`src/rtl/dma_arb_pkg.sv`:
```
package dma_arb_pkg;

    parameter int unsigned ARB_CH_DEF = 4;

    // next channel number with wrap at n
    function automatic int unsigned wrap_inc(input int unsigned v, input int unsigned n);
        return (v + 1 >= n) ? 0 : v + 1;
    endfunction

endpackage

```
`src/rtl/arb_pend_store.sv`:
```
module arb_pend_store #(
    parameter int NCH = 4
) (
    input  logic           clk,
    input  logic           rst_n,
    input  logic [NCH-1:0] req_i,
    input  logic [NCH-1:0] clr_i,
    output logic [NCH-1:0] pend_o
);
    logic [NCH-1:0] pend_d, pend_q;

    always_comb begin
        pend_d = (pend_q & ~clr_i) | req_i;
    end

    always_ff @(posedge clk or negedge rst_n) begin
        if (!rst_n) pend_q <= '0;
        else        pend_q <= pend_d;
    end

    assign pend_o = pend_q;

    // a cleared channel without a fresh request leaves no pending bit
    p_clear_r7: assert property (@(posedge clk) disable iff (!rst_n)
        (clr_i & ~req_i) != '0 |=> (pend_q & $past(clr_i & ~req_i)) == '0);

endmodule

```
`src/rtl/arb_pick.sv`:
```
module arb_pick #(
    parameter  int NCH = 4,
    localparam int IDW = $clog2(NCH)
) (
    input  logic [NCH-1:0] req_i,
    input  logic [IDW-1:0] base_i,
    output logic           hit_o,
    output logic [IDW-1:0] idx_o
);
    logic [2*NCH-1:0] dbl;
    logic [2*NCH-1:0] shifted;
    logic [NCH-1:0]   rot;
    int               off;
    int               sum;

    always_comb begin
        dbl     = {req_i, req_i};
        shifted = dbl >> base_i;
        rot     = shifted[NCH-1:0];
        off     = 0;
        for (int i = NCH - 1; i >= 0; i--) begin
            if (rot[i]) off = i;
        end
        hit_o = |rot;
        sum   = int'(base_i) + off;
        if (sum >= NCH) sum = sum - NCH;
        idx_o = IDW'(sum);
    end

    // the chosen channel must really be requesting
    always_comb begin
        if (hit_o) p_pick_valid_r2: assert (req_i[idx_o]);
    end

endmodule

```
`src/rtl/dma_prio_arb.sv`:
```
module dma_prio_arb
    import dma_arb_pkg::*;
#(
    parameter  int NCH = ARB_CH_DEF,
    localparam int IDW = $clog2(NCH)
) (
    input  logic           clk,
    input  logic           rst_n,
    input  logic [NCH-1:0] req_i,
    input  logic           rotate_en_i,
    input  logic           hlda_i,
    input  logic           done_i,
    output logic [NCH-1:0] grant_o,
    output logic [IDW-1:0] grant_id_o
);
    typedef struct packed {
        logic           active;
        logic [NCH-1:0] grant;
        logic [IDW-1:0] id;
        logic [IDW-1:0] top;
    } arb_state_t;

    arb_state_t     s_d, s_q;
    logic [NCH-1:0] pend;
    logic [NCH-1:0] clr;
    logic [NCH-1:0] eff_req;
    logic [IDW-1:0] base;
    logic           hit;
    logic [IDW-1:0] win;

    arb_pend_store #(.NCH(NCH)) u_pend (
        .clk    (clk),
        .rst_n  (rst_n),
        .req_i  (req_i),
        .clr_i  (clr),
        .pend_o (pend)
    );

    assign eff_req = pend | req_i;
    assign base    = rotate_en_i ? s_q.top : '0;

    arb_pick #(.NCH(NCH)) u_pick (
        .req_i  (eff_req),
        .base_i (base),
        .hit_o  (hit),
        .idx_o  (win)
    );

    always_comb begin
        s_d = s_q;
        clr = '0;
        if (s_q.active) begin
            if (done_i) begin
                s_d.active = 1'b0;
                s_d.grant  = '0;
                s_d.id     = '0;
                clr        = s_q.grant;
                if (rotate_en_i) s_d.top = IDW'(wrap_inc(32'(s_q.id), NCH));
            end
        end else if (hlda_i && hit) begin
            s_d.active = 1'b1;
            s_d.grant  = NCH'(1) << win;
            s_d.id     = win;
        end
    end

    always_ff @(posedge clk or negedge rst_n) begin
        if (!rst_n) s_q <= '0;
        else        s_q <= s_d;
    end

    assign grant_o    = s_q.grant;
    assign grant_id_o = s_q.id;

    p_grant_onehot_r10: assert property (@(posedge clk) disable iff (!rst_n)
        $onehot0(grant_o));

    p_hold_r3: assert property (@(posedge clk) disable iff (!rst_n)
        (grant_o != '0 && !done_i) |=> $stable(grant_o));

    p_release_r4: assert property (@(posedge clk) disable iff (!rst_n)
        (grant_o != '0 && done_i) |=> grant_o == '0);

    p_grant_after_hlda_r2: assert property (@(posedge clk) disable iff (!rst_n)
        (grant_o != '0 && $past(grant_o) == '0) |-> $past(hlda_i));

    p_rotate_r5: assert property (@(posedge clk) disable iff (!rst_n)
        (s_q.active && done_i && rotate_en_i)
            |=> s_q.top == IDW'(wrap_inc(32'($past(s_q.id)), NCH)));

    p_fixed_ptr_r6: assert property (@(posedge clk) disable iff (!rst_n)
        (done_i && !rotate_en_i) |=> $stable(s_q.top));

endmodule

```
`config.mk`:
```
export PLATFORM = sky130hd
export DESIGN_NAME = dma_prio_arb
export DESIGN_NICKNAME = d
export VERILOG_FILES = /design/src/rtl/dma_arb_pkg.sv /design/src/rtl/arb_pend_store.sv /design/src/rtl/arb_pick.sv /design/src/rtl/dma_prio_arb.sv
export SDC_FILE = /design/constraint.sdc
export NUM_CORES = 1
export LEC_CHECK = 0
export BUFFER_PORTS_ARGS = -buffer_cell sky130_fd_sc_hd__buf_2
export CORE_MARGIN = 10
export CORE_UTILIZATION = 56
export CTS_CLUSTER_SIZE = 14
export DETAILED_ROUTE_END_ITERATION = 6
export MAX_ROUTING_LAYER = met4
export PLACE_DENSITY = 0.81
export SYNTH_ARGS = -nofsm -noshare
export SYNTH_HDL_FRONTEND = slang
export SYNTH_SLANG_ARGS = --single-unit
```
`constraint.sdc`:
```
create_clock -name clk -period 3.48 [get_ports clk]
set_clock_uncertainty 0.2 [all_clocks]
set_input_delay 0.696 -clock clk [delete_from_list [all_inputs] [get_ports clk]]
set_output_delay 0.696 -clock clk [all_outputs]
set_load 0.03 [all_outputs]
```
==> results of run 1 <==
sequential cells by signal, summed over array words and instances, names as in the netlist:
name and count:
s_q 3, grant_id_o 2, u_pend.pend_o 4, grant_o 4
logic make-up after synthesis:
| kind of cell | Yosys count |
|---|---|
| compound gates | 27 |
| simple gates | 28 |
| buf+inv | 10 |
| mux | 1 |
| fa+ha+maj | 2 |
| flops | 13 |
| xor+xnor | 2 |
metal layers:
metal	global-route usage, %	share of wire [%]	up-vias
met5	-	0	-
met4	5.03	2.2	0
met3	2.65	5.4	6
met2	16.1	49	30
met1	11.6	43	281
li1	-	-	312
stage by stage:
stage	setup slack, ns	std cells	total power [mW]	hold slack [ns]	utilization, %
final	1.14	108	0.528	0.0938	63.7
after floorplan	1.05	83	0.414	0.200	-
after CTS	1.18	108	0.531	0.103	63.7
after global routing	1.07	108	0.566	0.0947	63.7
after detailed placement	0.902	104	0.441	0.266	61.6
after global placement	0.953	104	0.437	0.262	61.6
worst min-delay path by stage:
stage | slack [ns] | cells past startpoint | start | to
floorplan | 0.20 | 0 | rst_n | grant_id_o[0]
global placement | 0.26 | 1 | u_pend.pend_o[1] | u_pend.pend_o[1]
detailed placement | 0.27 | 1 | u_pend.pend_o[1] | u_pend.pend_o[1]
CTS | 0.10 | 1 | rst_n | u_pend.pend_o[0]
global route | 0.09 | 1 | rst_n | grant_o[3]
finish | 0.09 | 1 | rst_n | s_q[8]
power breakdown:
group,internal (mW),switching (mW)
registers,0.192,0.0307
logic,0.0778,0.137
clock network,0.0443,0.0461
Yosys cell counts (all sizes together):
library cell,instances,area [µm²]
a21o,5,40.0
a21oi,4,20.0
a222oi,1,10.0
a32o,2,20.0
a32oi,1,8.76
and2,2,12.5
and3,1,6.26
buf,6,45.0
clkbuf,2,7.51
dfrtp,13,325
ha,2,25.0
inv,2,7.50
mux2,1,11.3
nand2,12,47.6
nand3,3,15.0
nand4,1,6.26
nor2,8,40.0
o211a,1,10.0
o21ai,8,40.0
o2bb2ai,2,17.5
o311a,1,11.3
o31ai,2,15.0
or2,1,6.26
xnor2,1,8.76
xor2,1,8.76
cell type report:
class                   instances  area [µm²]  share of cell area, %
multi-input cells              60         380                   45.9
flip-flops and latches         13         325                   39.3
repair buffers                 14        70.1                   8.46
clock buffers                   4        26.3                   3.17
well taps                      15        18.8                   2.27
inverters                       2        7.51                  0.906
==> results.toml, run 1 <==
[status]
run_status = "complete, no violations"

[setup_path]
worst_ep_arrival_time_ns = 2.28
critical_path_required_ns = 3.43
cell_count_of_the_worst_reg_to_reg_path = 8
timing.critical_path.cells = "buf_2, or2_2, a21oi_1, o21ai_0, o311a_2, a21oi_1, ha_1, xor2_1, o21ai_0"
crit_buf_inv = 1
reg2reg_from = "u_pend.pend_o[3]"
crit_slowest_cell = "or2_2"
crit_path_start_kind = "input port"
worst_reg_to_reg_setup_slack_ns = 1.31
critical_path.startpoint = "req_i[3]"
timing.critical_path.max_delay_family = "compound AO/OA/AOI/OAI gates"
path_max_fanout = 6
worst_path_largest_cell_delay_ns = 0.34
r2r-end = "grant_id_o[1]"
end_kind = "flip-flop"
worst_setup_path_endpoint = "grant_id_o[1]"
timing_worst_setup_path_type = "in -> reg"
crit_cells = 9

[synthesis]
simple_logic_cell_fraction_of_the_synthesized_area_pct = 17.5
syn_avg_cell_area_um2 = 9.23
ys_seq_area_share_pct = 42.5
synth_nets = 94
largest_family_of_logic_cells_by_synthesized_area = "compound AO/OA/AOI/OAI gates"
postSynthCellCount = 83
post_synth_xor_area_fraction_pct = 2.29
synth_compound_gate_area_share_pct = 25.2
ys_warn_count = 0
ys_seq_elements = 13
yosys.area_share.adder_pct = 3.27
mappedNetlistArea_um2 = 766
synthMuxAreaShare_pct = 1.47
synth.distinct_cells = 30

[clock_tree]
cts-root-to-sink-buffers = 2
clk-insertion-delay-late_ns = 0.27
clk_root_buffer_cell = "clkbuf_4"
post-cts-setup-buffer-count = 0
clock_sinks = 13
cts_tree = "built"
cts-buffers-inserted = 3
cts-htree-levels = 1
clk_pin_slew_ns = 0.08
ctsResizeCount = 0
postCtsHoldBufs = 0

[sta]
period_share_pct = 67.1
grt_setup_unrepaired = "no"
finalSetupViolations = 0
maxClockFrequency_mhz = 428
final_max_slew_viol_count = 0
setup-tns-final_ns = 0
worst-slew-pin-transition_ns = 0.478
max_slew_margin_vs_limit_pct = 68.1
min_period_ns = 2.34
finalHoldViolations = 0

[placement]
place_area_um2 = 802
finalWeightedCongestion = 0.858
post-dp-hpwl_um = 1250
numPortBuffers = 14

[grt]
grt_first_pass_wirelength_um = 2720
grt_start_max_net_pins = 14
antenna_found_initial = 0
grt_overflow = 0
first_global_vias = 623
grtUsageTotal_pct = 10.2

[layout]
layout-drive-gt1-share_pct = 28.0
finalNetCount = 105
layout_common_cells = "buf_2 (14), dfrtp_1 (13), nand2_1 (11)"
final_area_um2 = 828
mostFrequentLayoutCell = "buf_2"
final.fill_count = 109
n_antenna_cell = 0
area_growth_syn_to_layout_pct = 8.17

[power_and_ir_drop]
worst_ir_drop_vdd_v = 0.000442
power.density_nw_per_um2 = 637
static-leakage-power_nw = 0.386

[routing]
drcViolationCount = 0
post_detailed_routing_wire_length_um = 1610
routed_wire_per_std_cell_um = 14.9
post_route_ant_nets = 0
via_count = 629
viasPerCell = 5.82
first_pass_iters = 4
first_iteration_detailed_routing_drc_count = 29

[floorplanning]
die_w_um = 57.0
die_height_um = 57.0
ios = 15
core_um2 = 1300
initial_utilization_pct = 58.8
design.die.area_um2 = 3250
placementRows = 13

[min_path]
min_path_type = "in -> async"

[run]
max_cap_violations = 0
(Power assumes the default switching activity.)
==> inputs of run 2 (changes only) <==
CORE_UTILIZATION = 52   (was 56)
PLACE_DENSITY = 0.76   (was 0.81)
clock period = 2.3 ns   (was 3.48 ns; I/O delays follow)
==> run 2 against run 1 <==
  * Routed wire length fell by 3.2%
  * Highest routed layer unchanged
  * Register-to-register slack got worse by 1.2 ns
  * Global-route usage fell by 0.77 points
  * Sequential share of layout area fell by 0.81 points
  * Via count fell by 0.48%
  * Critical path depth fell by 1
  * Utilization fell by 1.0 points
  * Largest cell class unchanged
  * Total power rose by 51%
  * Clock power rose by 48%
  * Critical path type is now reg -> reg
==> results.toml, run 2 (same netlist as run 1, synthesis figures left out) <==
[setup_path]
worst_ep_arrival_time_ns = 2.15
worst_path_largest_cell_delay_ns = 0.38
crit_path_start_kind = "flip-flop"
reg2reg_from = "u_pend.pend_o[3]"
crit_buf_inv = 0
timing.critical_path.cells = "or2_2, a21oi_1, o21ai_0, o311a_2, a21oi_1, ha_1, xor2_1, a32o_1"
timing_worst_setup_path_type = "reg -> reg"
crit_slowest_cell = "dfrtp_1"
critical_path_required_ns = 2.30
critical_path.startpoint = "u_pend.pend_o[3]"
path_max_fanout = 6
timing.critical_path.max_delay_family = "compound AO/OA/AOI/OAI gates"
end_kind = "flip-flop"
crit_path_frequent_cell = "a21oi_1"

[grt]
grt_overflow = 0
grt_start_max_net_pins = 14
first_global_vias = 599
antenna_found_initial = 0
grtUsageTotal_pct = 9.41
grt_first_pass_wirelength_um = 2570

[run]
max_cap_violations = 0

[sta]
finalHoldViolations = 0
worst-slew-pin-transition_ns = 0.551
finalSetupViolations = 0
setup-tns-final_ns = 0
hold_ws_ns = 0.194
fin_ws_ns = 0.146
final_max_slew_viol_count = 0
maxClockFrequency_mhz = 464
min_period_ns = 2.15
max_slew_margin_vs_limit_pct = 63.2
grt_setup_unrepaired = "no"
period_share_pct = 93.7

[routing]
post_detailed_routing_wire_length_um = 1560
viasPerCell = 5.69
first_iteration_detailed_routing_drc_count = 7
via_count = 626
first_pass_iters = 4
drcViolationCount = 0
post_route_ant_nets = 0
routed_wire_per_std_cell_um = 14.1

[floorplanning]
placementRows = 13
die_w_um = 58.4
design.die.area_um2 = 3410
ios = 15
initial_utilization_pct = 56.7
core_um2 = 1350
die_height_um = 58.4

[layout]
area_growth_syn_to_layout_pct = 10.5
final_util_pct = 62.7
layout-drive-gt1-share_pct = 28.4
finalNetCount = 107
n_antenna_cell = 0
mostFrequentLayoutCell = "buf_2"
layout_common_cells = "buf_2 (14), dfrtp_1 (13), nand2_1 (11)"

[clock_tree]
cts-htree-levels = 1
clk_pin_slew_ns = 0.07
clock_sinks = 13
clk-insertion-delay-late_ns = 0.27
cts_tree = "built"
clk_root_buffer_cell = "clkbuf_4"
cts-root-to-sink-buffers = 2
cts-buffers-inserted = 3
ctsResizeCount = 0

[placement]
placement.setup.worst_slack_ns = -0.0278
post-dp-hpwl_um = 1220
finalWeightedCongestion = 0.927
numPortBuffers = 14

[power_and_ir_drop]
power.density_nw_per_um2 = 942
worst_ir_drop_vdd_v = 0.000498
static-leakage-power_nw = 0.395

[min_path]
min_path_type = "in -> reg"
holdCritStartpoint = "req_i[1]"

[status]
run_status = "complete, no violations"
-- run 2: routing by layer --
layer | global-route usage [%] | routed length, µm | vias up
li1 | - | - | 318
met1 | 11.2 | 722 | 292
met2 | 15.9 | 772 | 14
met3 | 1.29 | 46 | 2
met4 | 3.02 | 14 | 0
met5 | - | 0 | -
-- run 2: worst paths after layout --
path / slack, ns / cells past startpoint / end
setup / recovery: 0.15 / 8 / grant_o[0]
hold / removal: 0.19 / 2 / u_pend.pend_o[1]
min in group asynchronous: 0.39 / 2 / s_q[8]
hold reg to reg: 0.29 / 1 / u_pend.pend_o[1]
setup reg to reg: 0.15 / 8 / grant_o[0]
max in group asynchronous: 1.28 / 2 / u_pend.pend_o[3]
-- run 2: worst reg2reg max path, delay by kind of cell, from the launching register on --
| kind | cells | cell delay (ns) |
|---|---|---|
| AO/OA/AOI/OAI | 5 | 0.71 |
| XOR/XNOR | 1 | 0.25 |
| adder cells (fa/ha/maj) | 1 | 0.21 |
| flip-flops | 1 | 0.38 |
| AND/OR/NAND/NOR | 1 | 0.33 |
-- run 2: cell type report --
| class | count | area (µm²) |
|---|---|---|
| well taps | 15 | 18.8 |
| multi-input cells | 60 | 380 |
| repair buffers | 16 | 87.6 |
| fillers | 123 | 504 |
| clock buffers | 4 | 26.3 |
| flip-flops and latches | 13 | 325 |
| inverters | 2 | 7.51 |
-- run 2: what timing repair did --
item / 4_1_cts / 5_1_grt
setup endpoints to repair: 0 / 0
endpoints found under the hold margin: 13 / 0
buffers inserted: 0 / 0
hold buffers: 1 / 0
-- run 2: report_power, final --
part / total [mW] / leakage, nW / internal, mW / switching (mW)
clock: 0.134 / 0.0150 / 0.0669 / 0.0675
combinational: 0.328 / 0.228 / 0.120 / 0.208
sequential: 0.334 / 0.152 / 0.290 / 0.0444
total: 0.797 / 0.395 / 0.477 / 0.320
-- run 2: stage by stage --
step | area, µm² | power, mW | cells
after detailed placement | 810 | 0.668 | 105
after CTS | 846 | 0.806 | 110
after global routing | 846 | 0.855 | 110
final | 846 | 0.797 | 110
after global placement | 810 | 0.662 | 105
after floorplan | 766 | 0.626 | 83
==> inputs of run 3 (changes only) <==
CELL_PAD_IN_SITES_DETAIL_PLACEMENT = 2   (was not set)
CELL_PAD_IN_SITES_GLOBAL_PLACEMENT = 2   (was not set)
CORE_UTILIZATION = 34   (was 52)
PLACE_DENSITY = not set   (was 0.76)
PLACE_DENSITY_LB_ADDON = 0.1   (was not set)
clock period = 2.5 ns   (was 2.3 ns; I/O delays follow)
==> run 3 against run 2 <==
  * Flip-flop and latch count unchanged
  * Critical path depth did not move
  * Combinational power down 5%
  * Final cell count rose by 11%
  * Worst setup slack gained 0.075 ns
  * Total power shrank 4.9%
  * Maximum frequency shrank 5.5%
  * Largest cell class unchanged
  * Highest routed layer unchanged
==> results.toml, run 3 (same netlist as run 1, synthesis figures left out) <==
[status]
run_status = "complete, no violations"

[sta]
grt_setup_unrepaired = "no"
max_slew_margin_vs_limit_pct = 66.2
finalSetupViolations = 0
fin_ws_ns = 0.220
period_share_pct = 91.2
hold_ws_ns = 0.212
min_period_ns = 2.28
final_max_slew_viol_count = 0
finalHoldViolations = 0
maxClockFrequency_mhz = 439
worst-slew-pin-transition_ns = 0.507

[setup_path]
worst_reg_to_reg_setup_slack_ns = 0.22
critical_path_required_ns = 2.52
path_max_fanout = 6
timing_worst_setup_path_type = "reg -> reg"
worst_ep_arrival_time_ns = 2.30
crit_path_start_kind = "flip-flop"
r2r-end = "grant_o[0]"
cell_count_of_the_worst_reg_to_reg_path = 8
timing.critical_path.max_delay_family = "compound AO/OA/AOI/OAI gates"
worst_path_largest_cell_delay_ns = 0.39
crit_buf_inv = 0
timing.critical_path.cells = "or2_2, a21oi_1, o21ai_0, o311a_2, a21oi_1, ha_1, xor2_1, a32o_1"
end_kind = "flip-flop"
crit_slowest_cell = "dfrtp_1"
crit_path_frequent_cell = "a21oi_1"
reg2reg_from = "u_pend.pend_o[3]"

[grt]
antenna_found_initial = 0
first_global_vias = 675
grt_overflow = 0
grt_first_pass_wirelength_um = 3170
grtUsageTotal_pct = 9.38
grt_start_max_net_pins = 14

[clock_tree]
clk_root_buffer_cell = "clkbuf_4"
clock_sinks = 13
cts-buffers-inserted = 3
ctsResizeCount = 0
cts-root-to-sink-buffers = 2
post-cts-setup-buffer-count = 0
cts-htree-levels = 1
cts_tree = "built"
clk-insertion-delay-late_ns = 0.28
clk_pin_slew_ns = 0.08

[placement]
finalWeightedCongestion = 0.712
placement.setup.worst_slack_ns = -0.0178
post-dp-hpwl_um = 1630
place_area_um2 = 818
numPortBuffers = 14

[layout]
n_antenna_cell = 0
layout_common_cells = "buf_2 (14), dfrtp_1 (13), nand2_1 (11)"
mostFrequentLayoutCell = "buf_2"
area_growth_syn_to_layout_pct = 11.6
finalNetCount = 106
layout-drive-gt1-share_pct = 27.7
final_area_um2 = 855
final.fill_count = 266

[routing]
first_pass_iters = 4
drcViolationCount = 0
post_detailed_routing_wire_length_um = 2070
routed_wire_per_std_cell_um = 17.0
viasPerCell = 5.35
post_route_ant_nets = 0
first_iteration_detailed_routing_drc_count = 91
via_count = 653

[run]
max_cap_violations = 0

[floorplanning]
initial_utilization_pct = 35.3
core_um2 = 2170
die_w_um = 67.5
die_height_um = 67.5
design.die.area_um2 = 4550
placementRows = 17
ios = 15

[power_and_ir_drop]
worst_ir_drop_vdd_v = 0.000404
design_power_total_uw = 757
power.density_nw_per_um2 = 886
static-leakage-power_nw = 0.390

[min_path]
min_delay_worst_endpoint = "u_pend.pend_o[1]"
holdCritStartpoint = "req_i[1]"
min_path_type = "in -> reg"
hold_depth = 2
run 3: cell count changes in the layout (fill, tap and decap cells not counted), sizes merged:
| cell | change |
|---|---|
| buf | -1 |
run 3: how the worst max path moves through the flow:
stage                           startpoint  cells after the start       endpoint  slack [ns]
after global routing      u_pend.pend_o[3]                      8  grant_id_o[1]        0.09
final                     u_pend.pend_o[3]                      8     grant_o[0]        0.22
after detailed placement          req_i[3]                      9  grant_id_o[1]       -0.02
after CTS                 u_pend.pend_o[3]                      8  grant_id_o[1]        0.21
after floorplan                   req_i[3]                      7     grant_o[0]        0.27
after global placement            req_i[3]                      9  grant_id_o[1]        0.08
run 3: final cells by class:
cell class	count	area (µm²)	area share, %
Timing Repair Buffer	15	80.1	9.37
Inverter	2	7.51	0.878
Clock buffer	4	26.3	3.07
Tap cell	28	35.0	4.10
Sequential cell	13	325	38.1
Multi-Input combinational cell	60	380	44.5
run 3: what timing repair did:
action                                  CTS  global route
endpoints found under the setup margin    0             0
hold buffers                              1             0
hold endpoints to repair                 13             0
run 3: metrics by stage:
step,std cells,utilization (%),setup TNS (ns)
after floorplan,83,-,0
after global placement,117,37.7,0
after detailed placement,117,37.7,-0.0190
after CTS,122,39.4,0
after global routing,122,39.4,0
final,122,39.4,0
run 3: layer usage:
metal	wire, µm	part of all wire (%)	track usage (%)
met4	4	0.19	2.31
met1	985	47	10.9
met2	1020	49	15.4
met5	0	0	-
met3	61	2.9	2.98
run 3: report_power, final:
part | internal [mW] | switching (mW) | total (mW)
combinational | 0.110 | 0.202 | 0.312
sequential | 0.267 | 0.0449 | 0.312
clock | 0.0619 | 0.0715 | 0.133
